[src/rtl/move_cpu_pkg.sv]
package move_cpu_pkg;

  typedef enum logic [1:0] {
    ST_FSRC  = 2'd0,
    ST_FDST  = 2'd1,
    ST_READ  = 2'd2,
    ST_WRITE = 2'd3
  } step_t;

  typedef enum logic [2:0] {
    MAP_NONE = 3'd0,
    MAP_ACC  = 3'd1,
    MAP_ADD  = 3'd2,
    MAP_CCN  = 3'd3,
    MAP_INH  = 3'd4,
    MAP_PC   = 3'd5
  } map_t;

  localparam int INSTR_WORDS = 2;

endpackage

[src/rtl/move_cpu_decode.sv]
module move_cpu_decode
  import move_cpu_pkg::*;
#(
  parameter int WORD_W = 16
) (
  input  logic [WORD_W-1:0] addr,
  output map_t              sel
);

  localparam logic [WORD_W-1:0] TOP_A = {WORD_W{1'b1}};
  localparam logic [WORD_W-1:0] PC_A  = TOP_A;
  localparam logic [WORD_W-1:0] INH_A = TOP_A - WORD_W'(1);
  localparam logic [WORD_W-1:0] ACC_A = TOP_A - WORD_W'(15);
  localparam logic [WORD_W-1:0] ADD_A = TOP_A - WORD_W'(14);
  localparam logic [WORD_W-1:0] CCN_A = TOP_A - WORD_W'(13);

  always_comb begin
    if (addr == PC_A)       sel = MAP_PC;
    else if (addr == INH_A) sel = MAP_INH;
    else if (addr == ACC_A) sel = MAP_ACC;
    else if (addr == ADD_A) sel = MAP_ADD;
    else if (addr == CCN_A) sel = MAP_CCN;
    else                    sel = MAP_NONE;
  end

endmodule

[src/rtl/move_cpu_seq.sv]
module move_cpu_seq
  import move_cpu_pkg::*;
(
  input  logic  clk,
  input  logic  rst_n,
  output step_t step
);

  step_t step_d;

  always_comb begin
    case (step)
      ST_FSRC:  step_d = ST_FDST;
      ST_FDST:  step_d = ST_READ;
      ST_READ:  step_d = ST_WRITE;
      default:  step_d = ST_FSRC;
    endcase
  end

  always_ff @(posedge clk or negedge rst_n) begin
    if (!rst_n) step <= ST_FSRC;
    else        step <= step_d;
  end


  step_order_chk: assert property (@(posedge clk) disable iff (!rst_n)
    (step == ST_WRITE) |=> (step == ST_FSRC));

endmodule

[src/rtl/move_cpu_regs.sv]
module move_cpu_regs
  import move_cpu_pkg::*;
#(
  parameter int WORD_W = 16
) (
  input  logic              clk,
  input  logic              rst_n,
  input  step_t             step,
  input  map_t              wr_sel,
  input  logic [WORD_W-1:0] wr_data,
  output logic [WORD_W-1:0] pc_q,
  output logic [WORD_W-1:0] acc_q,
  output logic              inh_q
);

  localparam logic [WORD_W-1:0] PC_STEP = WORD_W'(INSTR_WORDS);

  logic              wr_live;
  logic              pc_en, acc_en, inh_en;
  logic [WORD_W-1:0] pc_d, acc_d;
  logic              inh_d;

  always_comb begin
    wr_live = (step == ST_WRITE) && !inh_q;

    pc_en = (step == ST_FDST) || (wr_live && (wr_sel == MAP_PC));
    pc_d  = (step == ST_FDST) ? (pc_q + PC_STEP) : wr_data;

    acc_en = wr_live && ((wr_sel == MAP_ACC) || (wr_sel == MAP_ADD));
    acc_d  = (wr_sel == MAP_ADD) ? (acc_q + wr_data) : wr_data;

    inh_en = (step == ST_WRITE);
    inh_d  = wr_live && (wr_sel == MAP_INH) && (|wr_data);
  end

  always_ff @(posedge clk or negedge rst_n) begin
    if (!rst_n) begin
      pc_q  <= '0;
      acc_q <= '0;
      inh_q <= 1'b0;
    end else begin
      if (pc_en)  pc_q  <= pc_d;
      if (acc_en) acc_q <= acc_d;
      if (inh_en) inh_q <= inh_d;
    end
  end


  pc_advance_chk: assert property (@(posedge clk) disable iff (!rst_n)
    (step == ST_FDST) |=> (pc_q == $past(pc_q) + PC_STEP));


  inh_oneshot_chk: assert property (@(posedge clk) disable iff (!rst_n)
    (inh_q && step == ST_WRITE) |=> !inh_q);


  inh_hold_chk: assert property (@(posedge clk) disable iff (!rst_n)
    (step != ST_WRITE) |=> $stable(inh_q));


  acc_guard_chk: assert property (@(posedge clk) disable iff (!rst_n)
    (inh_q && step == ST_WRITE) |=> $stable(acc_q) && $stable(pc_q));

endmodule

[src/rtl/move_cpu.sv]
module move_cpu
  import move_cpu_pkg::*;
#(
  parameter int WORD_W = 16
) (
  input  logic              clk,
  input  logic              rst_n,
  output logic [WORD_W-1:0] mem_addr,
  output logic              mem_re,
  output logic              mem_we,
  output logic [WORD_W-1:0] mem_wdata,
  input  logic [WORD_W-1:0] mem_rdata
);

  localparam logic [WORD_W-1:0] TRUE_CC = WORD_W'(INSTR_WORDS);

  logic              rst_meta, srst_n;
  step_t             step;
  map_t              src_sel, dst_sel;
  logic [WORD_W-1:0] src_q, dst_q, opnd_q;
  logic [WORD_W-1:0] opnd_d, operand;
  logic [WORD_W-1:0] pc_q, acc_q;
  logic              inh_q;
  logic              src_en, dst_en, opnd_en;

  // reset: asynchronous assertion, synchronous release
  always_ff @(posedge clk or negedge rst_n) begin
    if (!rst_n) begin
      rst_meta <= 1'b0;
      srst_n   <= 1'b0;
    end else begin
      rst_meta <= 1'b1;
      srst_n   <= rst_meta;
    end
  end

  move_cpu_seq i_seq (
    .clk   (clk),
    .rst_n (srst_n),
    .step  (step)
  );

  move_cpu_decode #(.WORD_W(WORD_W)) i_dec_src (
    .addr (src_q),
    .sel  (src_sel)
  );

  move_cpu_decode #(.WORD_W(WORD_W)) i_dec_dst (
    .addr (dst_q),
    .sel  (dst_sel)
  );

  move_cpu_regs #(.WORD_W(WORD_W)) i_regs (
    .clk     (clk),
    .rst_n   (srst_n),
    .step    (step),
    .wr_sel  (dst_sel),
    .wr_data (operand),
    .pc_q    (pc_q),
    .acc_q   (acc_q),
    .inh_q   (inh_q)
  );

  // next-state of the instruction latches and the mapped operand
  always_comb begin
    src_en  = (step == ST_FDST);
    dst_en  = (step == ST_READ);
    opnd_en = (step == ST_READ);
    case (src_sel)
      MAP_ACC: opnd_d = acc_q;
      MAP_CCN: opnd_d = acc_q[WORD_W-1] ? TRUE_CC : '0;
      MAP_PC:  opnd_d = pc_q;
      default: opnd_d = '0;
    endcase
    operand = (src_sel == MAP_NONE) ? mem_rdata : opnd_q;
  end

  always_ff @(posedge clk or negedge srst_n) begin
    if (!srst_n) begin
      src_q  <= '0;
      dst_q  <= '0;
      opnd_q <= '0;
    end else begin
      if (src_en)  src_q  <= mem_rdata;
      if (dst_en)  dst_q  <= mem_rdata;
      if (opnd_en) opnd_q <= opnd_d;
    end
  end

  // memory port
  always_comb begin
    mem_re    = 1'b0;
    mem_we    = 1'b0;
    mem_addr  = pc_q;
    mem_wdata = operand;
    case (step)
      ST_FSRC: begin
        mem_re   = 1'b1;
        mem_addr = pc_q;
      end
      ST_FDST: begin
        mem_re   = 1'b1;
        mem_addr = pc_q + WORD_W'(1);
      end
      ST_READ: begin
        mem_re   = (src_sel == MAP_NONE);
        mem_addr = src_q;
      end
      default: begin
        mem_we   = !inh_q && (dst_sel == MAP_NONE);
        mem_addr = dst_q;
      end
    endcase
  end


  no_store_inh_chk: assert property (@(posedge clk) disable iff (!srst_n)
    (inh_q && step == ST_WRITE) |-> !mem_we);


  port_excl_chk: assert property (@(posedge clk) disable iff (!srst_n)
    !(mem_re && mem_we));


  we_slot_chk: assert property (@(posedge clk) disable iff (!srst_n)
    mem_we |-> (step == ST_WRITE));


  map_hidden_chk: assert property (@(posedge clk) disable iff (!srst_n)
    (mem_we && step == ST_WRITE) |-> (dst_sel == MAP_NONE));

endmodule

[config.mk]
export PLATFORM = sky130hd
export DESIGN_NAME = move_cpu
export DESIGN_NICKNAME = d
export VERILOG_FILES = /design/src/rtl/move_cpu_pkg.sv /design/src/rtl/move_cpu_decode.sv /design/src/rtl/move_cpu_seq.sv /design/src/rtl/move_cpu_regs.sv /design/src/rtl/move_cpu.sv
export SDC_FILE = /design/constraint.sdc
export NUM_CORES = 1
export LEC_CHECK = 0
export BUFFER_PORTS_ARGS = -buffer_cell sky130_fd_sc_hd__buf_4
export CORE_MARGIN = 4
export CORE_UTILIZATION = 45
export CTS_CLUSTER_DIAMETER = 200
export DETAILED_ROUTE_END_ITERATION = 7
export GPL_TIMING_DRIVEN = 0
export PLACE_DENSITY = 0.71
export SLEW_MARGIN = 30
export SYNTH_ARGS = -nofsm -noshare
export SYNTH_HDL_FRONTEND = slang
export SYNTH_SLANG_ARGS = --single-unit
[constraint.sdc]
create_clock -name clk -period 2.75 [get_ports clk]
set_input_delay 0 -clock clk [delete_from_list [all_inputs] [get_ports clk]]
set_output_delay 0 -clock clk [all_outputs]
set_load 0.1 [all_outputs]
# Word level (Yosys, flattened, before mapping)

Index checks and enable logic that the tools add are counted.

Register bits after elaboration: 85
Input bits: 18
Output and inout port bits: 34
Word-level logic and storage cells: 66

Add/subtract/negate cells: 3
Equal/unequal tests: 20
Multiplexer cells: 19
Reduce and logical (&&, ||, !) cells: 15

Operators with widths:

| cell                                                            | count |
|---|---|
| 16-bit == test, second input constant                           | 10 |
| 16-bit case mux with 3 select lines                             | 2 |
| 16-bit 2-to-1 mux                                               | 3 |
| 3-bit 2-to-1 mux                                                | 8 |
| 16-bit by 1-bit adder with 16-bit output, second input constant | 1 |
| 16-bit adder                                                    | 1 |
| 16-bit by 2-bit adder with 16-bit output, second input constant | 1 |
| 16-bit OR reduction                                             | 1 |
| 3-bit == test, second input constant                            | 3 |
| 3-bit by 1-bit == test with 1-bit output, second input constant | 2 |
| 3-bit by 2-bit == test with 1-bit output, second input constant | 2 |
| 1-bit logical AND                                               | 6 |
| 3-bit zero test                                                 | 2 |
| 2-bit 2-to-1 mux                                                | 3 |
| 2-bit case mux with 3 select lines                              | 1 |
| 2-bit == test, second input constant                            | 2 |
| 3-bit OR reduction                                              | 1 |
| 2-bit by 1-bit == test with 1-bit output, second input constant | 1 |
| 2-bit zero test                                                 | 1 |
| 1-bit logical OR                                                | 2 |
| 1-bit case mux with 2 select lines                              | 1 |
| 2-bit OR reduction                                              | 1 |
| 1-bit zero test                                                 | 1 |
| 1-bit 2-to-1 mux                                                | 1 |

# Depth between registers and ports, before layout

Gate-level depths: netlist of run 1.

Depth after elaboration: 10
Depth in mapped cells: 16
Depth with buffers taken out: 14

# By module

Synthesis of run 1 repeated with hierarchy kept, for this count alone.

Cell total of the unflattened synthesis: 616
Area total of the unflattened synthesis: 5616.6 µm²

Modules (own cells, without submodules):

| module          | instances | cells each | area an instance (µm²) | seq. area each (µm²) |
|---|---|---|---|---|
| move_cpu        | 1         | 293        | 2929.1                 | 1251.2 |
| move_cpu_regs   | 1         | 293        | 2427.3                 | 825.8 |
| move_cpu_decode | 2         | 11         | 77.6                   | 0.0 |
| move_cpu_seq    | 1         | 8          | 105.1                  | 50.0 |

# Worst setup path before layout of run 1

No wires, ideal clock.

Path type: reg2reg
Start: register src_q[1]
End: register i_regs.acc_q[14]
Library setup time: 0.083 ns
Arrival time: 4.314 ns
Data required time: 2.667 ns
Setup slack: -1.646 ns
Stages on the path, launching flop included: 17
Buffers on the path: 2
Period minus slack after synthesis: 4.396 ns
Cell sequence: dfrtp_1 buf_2 a211o_1 a2111oi_4 buf_4 mux2i_1 inv_1 ha_1 inv_1 fa_1 nand2b_1 a21oi_1 a211oi_1 o31ai_1 a31oi_1 xor2_1 o21ai_0

Longest elaborated chain between the ends: 10
Elaborated cells on any way between the ends: 14
Those cells by class: add/sub (1); eq/ne (5); mux (7); reduce/logical (1)

RTL lines:

| what                   | RTL line              | source |
|---|---|---|
| from (decl)            | move_cpu.sv:20        | `logic [WORD_W-1:0] src_q, dst_q, opnd_q;` |
| from (signal assigned) | move_cpu.sv:84        | `if (src_en) src_q <= mem_rdata;` |
| 16-bit == test         | move_cpu_decode.sv:22 | `else if (addr == CCN_A) sel = MAP_CCN;` |
| 2-bit 2-to-1 mux       | move_cpu_decode.sv:22 |  |
| 3-bit 2-to-1 mux       | move_cpu_decode.sv:21 | `else if (addr == ADD_A) sel = MAP_ADD;` |
| 3-bit 2-to-1 mux       | move_cpu_decode.sv:20 | `else if (addr == ACC_A) sel = MAP_ACC;` |
| 3-bit 2-to-1 mux       | move_cpu_decode.sv:19 | `else if (addr == INH_A) sel = MAP_INH;` |
| 3-bit 2-to-1 mux *     | move_cpu_decode.sv:18 | `if (addr == PC_A) sel = MAP_PC;` |
| 3-bit zero test *      | move_cpu.sv:75        | `operand = (src_sel == MAP_NONE) ? mem_rdata : opnd_q;` |
| 16-bit 2-to-1 mux *    | move_cpu.sv:75        |  |
| via mem_wdata[0]       | move_cpu.sv:11        | `output logic [WORD_W-1:0] mem_wdata,` |
| 16-bit adder *         | move_cpu_regs.sv:30   | `acc_d = (wr_sel == MAP_ADD) ? (acc_q + wr_data) : wr_data;` |
| 16-bit 2-to-1 mux *    | move_cpu_regs.sv:30   |  |
| to (signal assigned)   | move_cpu_regs.sv:39   | `acc_q <= '0;` |
| to (signal assigned)   | move_cpu_regs.sv:43   | `if (acc_en) acc_q <= acc_d;` |
| to (decl)              | move_cpu_regs.sv:12   | `output logic [WORD_W-1:0] acc_q,` |

The timed path passes the listed nets; every way through them passes the cells marked *.
A chain may end at the register's enable or synchronous reset.

# Worst setup path after layout of run 1

Start: register src_q[0]
End: register i_regs.acc_q[11]

Longest elaborated chain between the ends: 10
Elaborated cells on any way between the ends: 14
Those cells by class: add/sub (1); eq/ne (5); mux (7); reduce/logical (1)

RTL lines:

| what                | RTL line |
|---|---|
| 16-bit == test      | move_cpu_decode.sv:22 |
| 2-bit 2-to-1 mux    | move_cpu_decode.sv:22 |
| 3-bit 2-to-1 mux    | move_cpu_decode.sv:21 |
| 3-bit 2-to-1 mux    | move_cpu_decode.sv:20 |
| 3-bit 2-to-1 mux    | move_cpu_decode.sv:19 |
| 3-bit 2-to-1 mux *  | move_cpu_decode.sv:18 |
| 3-bit zero test *   | move_cpu.sv:75 |
| 16-bit 2-to-1 mux * | move_cpu.sv:75 |
| 16-bit adder        | move_cpu_regs.sv:30 |
| 16-bit 2-to-1 mux * | move_cpu_regs.sv:30 |

Every way passes the cells marked *; elsewhere a longest branch is shown, timed or not.

==> summary.txt, run 1 <==
STA
  • Slew HR: between 40% and 50%
  • Unrepaired setup endpoints after global routing: true
  • Slew of the pin with the lowest slew margin: between 800 and 900 ps
  • Hold Fails Final Rpt: 0
  • Achievable Freq: 0.281 GHz
  • Final Skew: 6.07 ps
  • Tmin final: between 3000 and 4000 ps
  • Max Slew Vio Count: 0
  • Setup violators final: 15
  • Fin crit share: 129%
  • Final setup margin: -807 ps

Outcome
  • Violated checks: negative setup slack
  • Status: finished with violations

Layout
  • Commonest non-fill, non-tap cell in the layout: buf_4
  • Post-Layout Cell Count: ~900
  • Fin area: 0.00733 mm2
  • Most frequent cells in the layout: buf_4, dfrtp_1, nand2_1
  • Proportion of layout cells with a drive suffix above 1: 30.1%
  • Nets: between 700 and 800
  • Diodes inserted: 0
  • Layout area overhead: 32.8%

Logic synthesis
  • Top_reg_cell synth: dfrtp_1
  • Yosys warning total: 0
  • Post-synthesis net count: 679
  • Synth unique cells: 50
  • Ys async rst share: 100%
  • EDFF count, synth: 0
  • Netlist Area Pre-Place: 0.00552 mm2
  • Synth Area per Inst: roughly 8.7 um2
  • Syn Inst Count: between 600 and 700
  • Register area share after synthesis: 38.5%
  • #FFs+latches synth: 85

Placed design
  • DP Area: 0.00632 mm2
  • DP Worst Slack: -1570 ps
  • Detailed Place HPWL: 13500 um
  • # port buffers: slightly above 50
  • GP Congestion: just under 0.9
  • Placed cell count: roughly 840

Floorplan
  • Starting density of the core: a little under half
  • Core ar.: roughly 0.012 mm2
  • Die height: roughly 120 um
  • Io pins: 52
  • Width of the die: 119 um
  • # rows: 40
  • Die Area: ~0.014 mm2

Global routing
  • Vias in the first global route: roughly 5300
  • GRT Total Usage: a little over a quarter
  • Initial antenna violation count: 0
  • GR Util met2: between 40% and 50%
  • Largest net degree at the start of global routing: between 40 and 50
  • Total grt overflow: 0
  • GRT Max-Usage Layer: met2
  • M3 GR Usage: between 4 and 5%
  • First-pass GRT wire length: approximately 30000 um
  • GR Layer Usage met1: a little over a third

CTS
  • CTS tree: yes
  • CTS Sinks: 85
  • CTS Buffer Depth: 2
  • Num CTS Buffers: 9
  • Worst-Skew Late Latency: between 300 and 400 ps
  • Clock transition at path regs: approximately 60 ps
  • CTS H-Tree Depth: 3
  • Root buf cell: clkbuf_16

Worst hold path
  • Worst hold path class: reg2async

Critical path
  • CP peak stage delay: between 400 and 500 ps
  • RR Startpoint: src_q[0]
  • Cells along the critical path: a211o_1, a2111oi_4, buf_6, mux2i_4, clkinvlp_4, ha_4, buf_6, a211oi_4, o211ai_1, a21oi_2, buf_4, xor2_2, nor2_1, a21oi_1, a21oi_1
  • R2R cell count: 15
  • Worst reg2reg path endpoint: i_regs.acc_q[11]
  • Crit end category: register
  • Crit Path Class: reg2reg
  • Critical path origin: src_q[0]
  • CP Data Required Time: roughly 3000 ps
  • Max FO, Critical Path: 5
  • Startpoint Class: register
  • Slowest CP cell: a2111oi_4
  • Crit path capture: i_regs.acc_q[11]
  • Reg2Reg Setup Slack: -810 ps
  • WP data arrival: 3790 ps

Run
  • Max-cap violations: 0

Routing
  • Drt drc: 0
  • Vias: about 5600
  • Routed WL per cell: 20.8 um
  • Routed vias/inst: 6.20
  • Final wirelength: around 19000 um
  • DRC violation total after the first TritonRoute iteration: just over 500
  • Pre-antenna DRT Iters: 8
  • Post-route ant nets: 0

Power
  • Total power: 0.00292 W
  • Pwr/cell area: ~400 mW/mm2
  • Leakage Power: about 3 nW
  • Peak supply drop: approximately 0.31 mV
## state kept, by name (all words and copies together) (netlist names)
name,cells
rst_meta,1
opnd_q,16
srst_n,1
i_regs.inh_q,1
i_seq.step,2
i_regs.pc_q,16
i_regs.acc_q,16
src_q,16
dst_q,16
## worst min-delay path by stage
stage / end / from / depth (start not counted)
after floorplan: rst_meta / rst_n / 0
after global placement: rst_meta / rst_n / 1
after detailed placement: rst_meta / rst_n / 1
after CTS: srst_n / rst_meta / 0
after global routing: srst_n / rst_meta / 0
final: opnd_q[8] / srst_n / 0
## power breakdown
group	total [W]	internal (W)	switching (W)
clock	0.00114	0.000635	0.000507
sequential	0.00131	0.00128	0.0000314
combinational	0.000466	0.000179	0.000287
## synthesized netlist by cell type (2+ instances only)
cell / instances / area share [%]
buf_2: 2 / 0.18
o211ai_1: 11 / 1.5
nor2b_1: 2 / 0.23
o31ai_1: 3 / 0.41
nor4_1: 11 / 1.2
o41ai_1: 3 / 0.48
mux2i_1: 19 / 3.4
dfrtp_1: 85 / 39
inv_1: 46 / 3.1
a41oi_1: 2 / 0.32
nor2_1: 30 / 2.0
or3_1: 3 / 0.34
a222oi_1: 6 / 1.1
nand3_1: 24 / 2.2
and3_1: 4 / 0.45
a211oi_1: 11 / 1.5
a31oi_1: 8 / 0.91
nand2b_1: 6 / 0.68
ha_1: 24 / 5.4
nor3_1: 14 / 1.3
nand4_1: 17 / 1.9
buf_1: 5 / 0.34
a22oi_1: 16 / 2.2
a21o_1: 2 / 0.27
o21ai_0: 51 / 4.6
o22ai_1: 16 / 1.8
or2_2: 4 / 0.45
a21oi_1: 44 / 4.0
clkbuf_1: 37 / 2.5
xor2_1: 14 / 2.2
o21a_1: 2 / 0.27
a221o_1: 2 / 0.36
nand2_1: 63 / 4.3
xnor2_1: 6 / 0.95
mux2_2: 28 / 5.7
## cell families (layout without fill, tap and decap cells)
logic type,count (synthesis),count (layout),synth area share [%]
compound gates,184,184,21.2
xor+xnor,20,20,3.17
fa+ha+maj,25,25,5.80
buf+inv,92,207,6.39
flops,85,85,38.5
mux,47,47,9.16
other cells,1,1,0.0679
simple gates,182,182,15.7
## metal layers
layer  routed length [um]  share of wire (%)
met5                    0                  0
met3                 1200                6.4
met1                 8220                 44
met4                  370                2.0
met2                 8850                 47
## final cells by class
class	instances	area (um2)
sequential	85	2140
clock inverter	2	10.0
timing repair buffer	106	876
tap	147	184
inverter	47	189
multi-input combinational	459	3510
buffer	38	160
fill	1046	4680
clock buffer	14	254
## stage by stage
stage	util, %	hold WS (ps)	TNS (ps)
after floorplan	-	-296	-16930
after global placement	52.4	-217	-77850
after detailed placement	52.6	-216	-18540
after CTS	58.3	350	-8430
after global routing	61.0	360	-9910
final	61.0	335	-8240
## critical path: cells and delay by family, from the launching register on
family / cells / cell delay, ps
AO/OA/AOI/OAI: 7 / 1660
XOR/XNOR: 1 / 140
AND/OR/NAND/NOR: 1 / 70
adder cells (fa/ha/maj): 1 / 180
flip-flops: 1 / 400
buffers and inverters: 4 / 680
multiplexers: 1 / 310
## timing repair
action,4_1_cts,5_1_grt
hold buffers,18,0
hold endpoints to repair,34,0
pin swaps,26,37
gates resized for setup,37,47
setup buffers,16,20
endpoints found under the setup margin,46,44
gates cloned,1,0
No activity file was read; power rests on OpenSTA's default activity.
==> run 2: changes to the inputs <==
--- a/config.mk
+++ b/config.mk
@@ -14,2 +14,3 @@
 export PLACE_DENSITY = 0.71
+export RECOVER_POWER = 100
 export SLEW_MARGIN = 30
--- a/constraint.sdc
+++ b/constraint.sdc
@@ -3,2 +3,2 @@
 set_output_delay 0 -clock clk [all_outputs]
-set_load 0.1 [all_outputs]
+set_load 0.05 [all_outputs]
==> run 2 against run 1 <==
Largest power group is now clock. The flow finishes with violations (max-capacitance violations, max-slew violations, negative setup slack). Flip-flop and latch count did not move. Core utilization increased by 1.9 points. Combinational power fell by 3%. Fmax increased by 2.6%.
==> summary.txt, run 2 (synthesis gave the netlist of run 1 again) <==
Worst hold path
  • Critical hold path startpoint: rst_meta
  • Hold path depth: 0
  • Worst hold path class: reg2reg

Power
  • Leakage Power: 3.07 nW (+2.0%)
  • Sw Ratio: 25.6% (-2.7 points)
  • Peak supply drop: 0.300 mV (-1.8%)
  • Comb power frac: 14.7% (-1.3 points)
  • Clock power frac: 43.0% (+3.8 points)
  • Pwr/cell area: 409 mW/mm2 (+2.8%)
  • Register share of total power: 42.4% (-2.5 points)
  • Internal: 0.00230 W (+9.9%)
  • Switch Pwr: 0.000793 W (-4.0%)

Layout
  • Layout area overhead: 36.9%
  • Proportion of layout cells with a drive suffix above 1: 30.3% (+0.18 points)
  • Post-Layout Cell Count: 910 (+1.3%)
  • Commonest non-fill, non-tap cell in the layout: buf_4
  • Nets: 801 (+1.5%)
  • Fin area: 0.00755 mm2 (+3.1%)
  • Most frequent cells in the layout: buf_4, dfrtp_1, nand2_1
  • Diodes inserted: 0 (unchanged)

Floorplan
  • Io pins: 52 (unchanged)
  • Die height: 119 um (unchanged)
  • Width of the die: 119 um (unchanged)
  • Starting density of the core: 45.9% (unchanged)
  • # rows: 40 (unchanged)
  • Die Area: 0.0141 mm2 (unchanged)
  • Core ar.: 0.0120 mm2 (unchanged)

Routing
  • Routed WL per cell: 21.0 um (+0.95%)
  • DRC violation total after the first TritonRoute iteration: 513 (+1.8%)
  • Post-route ant nets: 0 (unchanged)
  • Drt drc: 0 (unchanged)
  • Pre-antenna DRT Iters: 5 (-3)
  • Routed vias/inst: 6.14 (-0.89%)
  • Final wirelength: 19100 um (+2.3%)
  • Vias: 5588 (+0.43%)

STA
  • Achievable Freq: 0.288 GHz (+2.6%)
  • Slew HR: -11.7% (-53 points)
  • Tmin final: 3470 ps (-89.3 ps)
  • Final setup margin: -718 ps (+89.3 ps)
  • Unrepaired setup endpoints after global routing: true
  • Min Hold Slack: 355 ps (+20.5 ps)
  • Fin crit share: 126% (-3.2 points)
  • Setup violators final: 15 (unchanged)
  • Max Slew Vio Count: 42 (+42)
  • Hold Fails Final Rpt: 0 (unchanged)
  • Final TNS setup: -7150 ps (+1090 ps)
  • Slew of the pin with the lowest slew margin: 1680 ps (+796 ps)
  • Final Skew: 7.85 ps (+1.78 ps)

Critical path
  • Crit. path cell count: 14 (-1)
  • RR Startpoint: src_q[0]
  • Max FO, Critical Path: 6 (+1)
  • WP data arrival: 3750 ps (-40 ps)
  • R2R cell count: 14 (-1)
  • CP Data Required Time: 3030 ps (+50 ps)
  • Critical path buffers and inverters: 3 (-1)
  • Delay-heaviest family, CP: compound AO/OA/AOI/OAI gates
  • Crit end category: register
  • Cells along the critical path: a211o_1, a2111oi_4, buf_4, buf_6, mux2_4, ha_4, a21oi_1, o21ai_0, a21oi_2, buf_4, o21ai_2, xor2_1, nand2_1, a21oi_2
  • Slowest CP cell: dfrtp_2
  • Critical path origin: src_q[0]
  • Startpoint Class: register
  • CP peak stage delay: 400 ps (-30 ps)
  • Crit Path Class: reg2reg

Placed design
  • # port buffers: 51 (unchanged)
  • Placed cell count: 835 (unchanged)
  • Detailed Place HPWL: 13800 um (+1.6%)
  • GP Congestion: 0.924 (+3.9%)
  • DP Area: 0.00641 mm2 (+1.4%)

CTS
  • CTS tree: yes
  • Num CTS Buffers: 9 (unchanged)
  • Worst-Skew Late Latency: 350 ps (about the same)
  • CTS H-Tree Depth: 3 (unchanged)
  • CTS Sinks: 85 (unchanged)
  • Root buf cell: clkbuf_16
  • Clock transition at path regs: 60 ps (about the same)
  • CTS Buffer Depth: 2 (unchanged)

Global routing
  • Largest net degree at the start of global routing: 44 (+2.3%)
  • First-pass GRT wire length: 30000 um (+2.6%)
  • Initial antenna violation count: 0 (unchanged)
  • Vias in the first global route: 5487 (+3.0%)
  • GRT Total Usage: 26.8% (+0.51 points)
  • Total grt overflow: 0 (unchanged)

Outcome
  • Status: finished with violations
  • Violated checks: max-capacitance violations, max-slew violations, negative setup slack

Run
  • Max-cap violations: 1 (+1)
==> run 2: changes by cell type in the layout (fill, tap and decap cells not counted), sizes merged <==
cell      before  now
bufinv         0    2
clkbuf        47   50
clkinvlp       3    1
inv           43   46
clkinv         3    2
buf           93  100
==> run 2: cell type report <==
type                       instances  area, um2
clock buffer                      12        246
buffer                            40        171
inverter                          47        193
clock inverter                     4       72.6
sequential                        85       2140
multi-input combinational        459       3590
timing repair buffer             116        963
fill                            1002       4460
tap                              147        184
==> run 2: through the flow <==
step                      total power (W)  util [%]  worst slack (ps)
after floorplan                   0.00156         -              -801
after global placement            0.00166      53.1             -1200
after detailed placement          0.00168      53.4             -1300
after CTS                         0.00305      60.3              -677
after global routing              0.00319      62.9              -860
final                             0.00309      62.9              -718
==> run 2: path summary, 6_finish.rpt <==
| kind | end | slack (ps) |
|---|---|---|
| setup / recovery | i_regs.acc_q[13] | -720 |
| setup reg to reg | i_regs.acc_q[13] | -720 |
| hold reg to reg | srst_n | 360 |
| min in group asynchronous | rst_meta | 520 |
| hold / removal | srst_n | 360 |
| max in group asynchronous | i_regs.pc_q[6] | 480 |
==> run 2: power groups by stage <==
stage / Sequential (W) / Combinational (W) / Clock, W
3_5_place_dp: 0.00133 / 0.000343 / 0
5_1_grt: 0.00131 / 0.000482 / 0.00139
2_1_floorplan: 0.00133 / 0.000226 / 0
6_report: 0.00131 / 0.000453 / 0.00133
3_3_place_gp: 0.00134 / 0.000317 / 0
4_1_cts: 0.00131 / 0.000407 / 0.00133
==> run 2: timing repair <==
action | in CTS | in global routing
setup endpoints to repair | 45 | 26
buffers inserted | 25 | 21
hold endpoints to repair | 34 | 0
hold buffers | 18 | 0
pin swaps | 21 | 35
resized for setup | 37 | 41
==> run 2: routing by layer <==
| metal | GRT usage [%] | share of wire (%) | vias up |
|---|---|---|---|
| li1 | - | - | 2567 |
| met2 | 43.8 | 48 | 207 |
| met1 | 37.1 | 44 | 2786 |
| met5 | 0 | 0 | - |
| met4 | 8.47 | 2.0 | 0 |
| met3 | 3.21 | 6.1 | 28 |
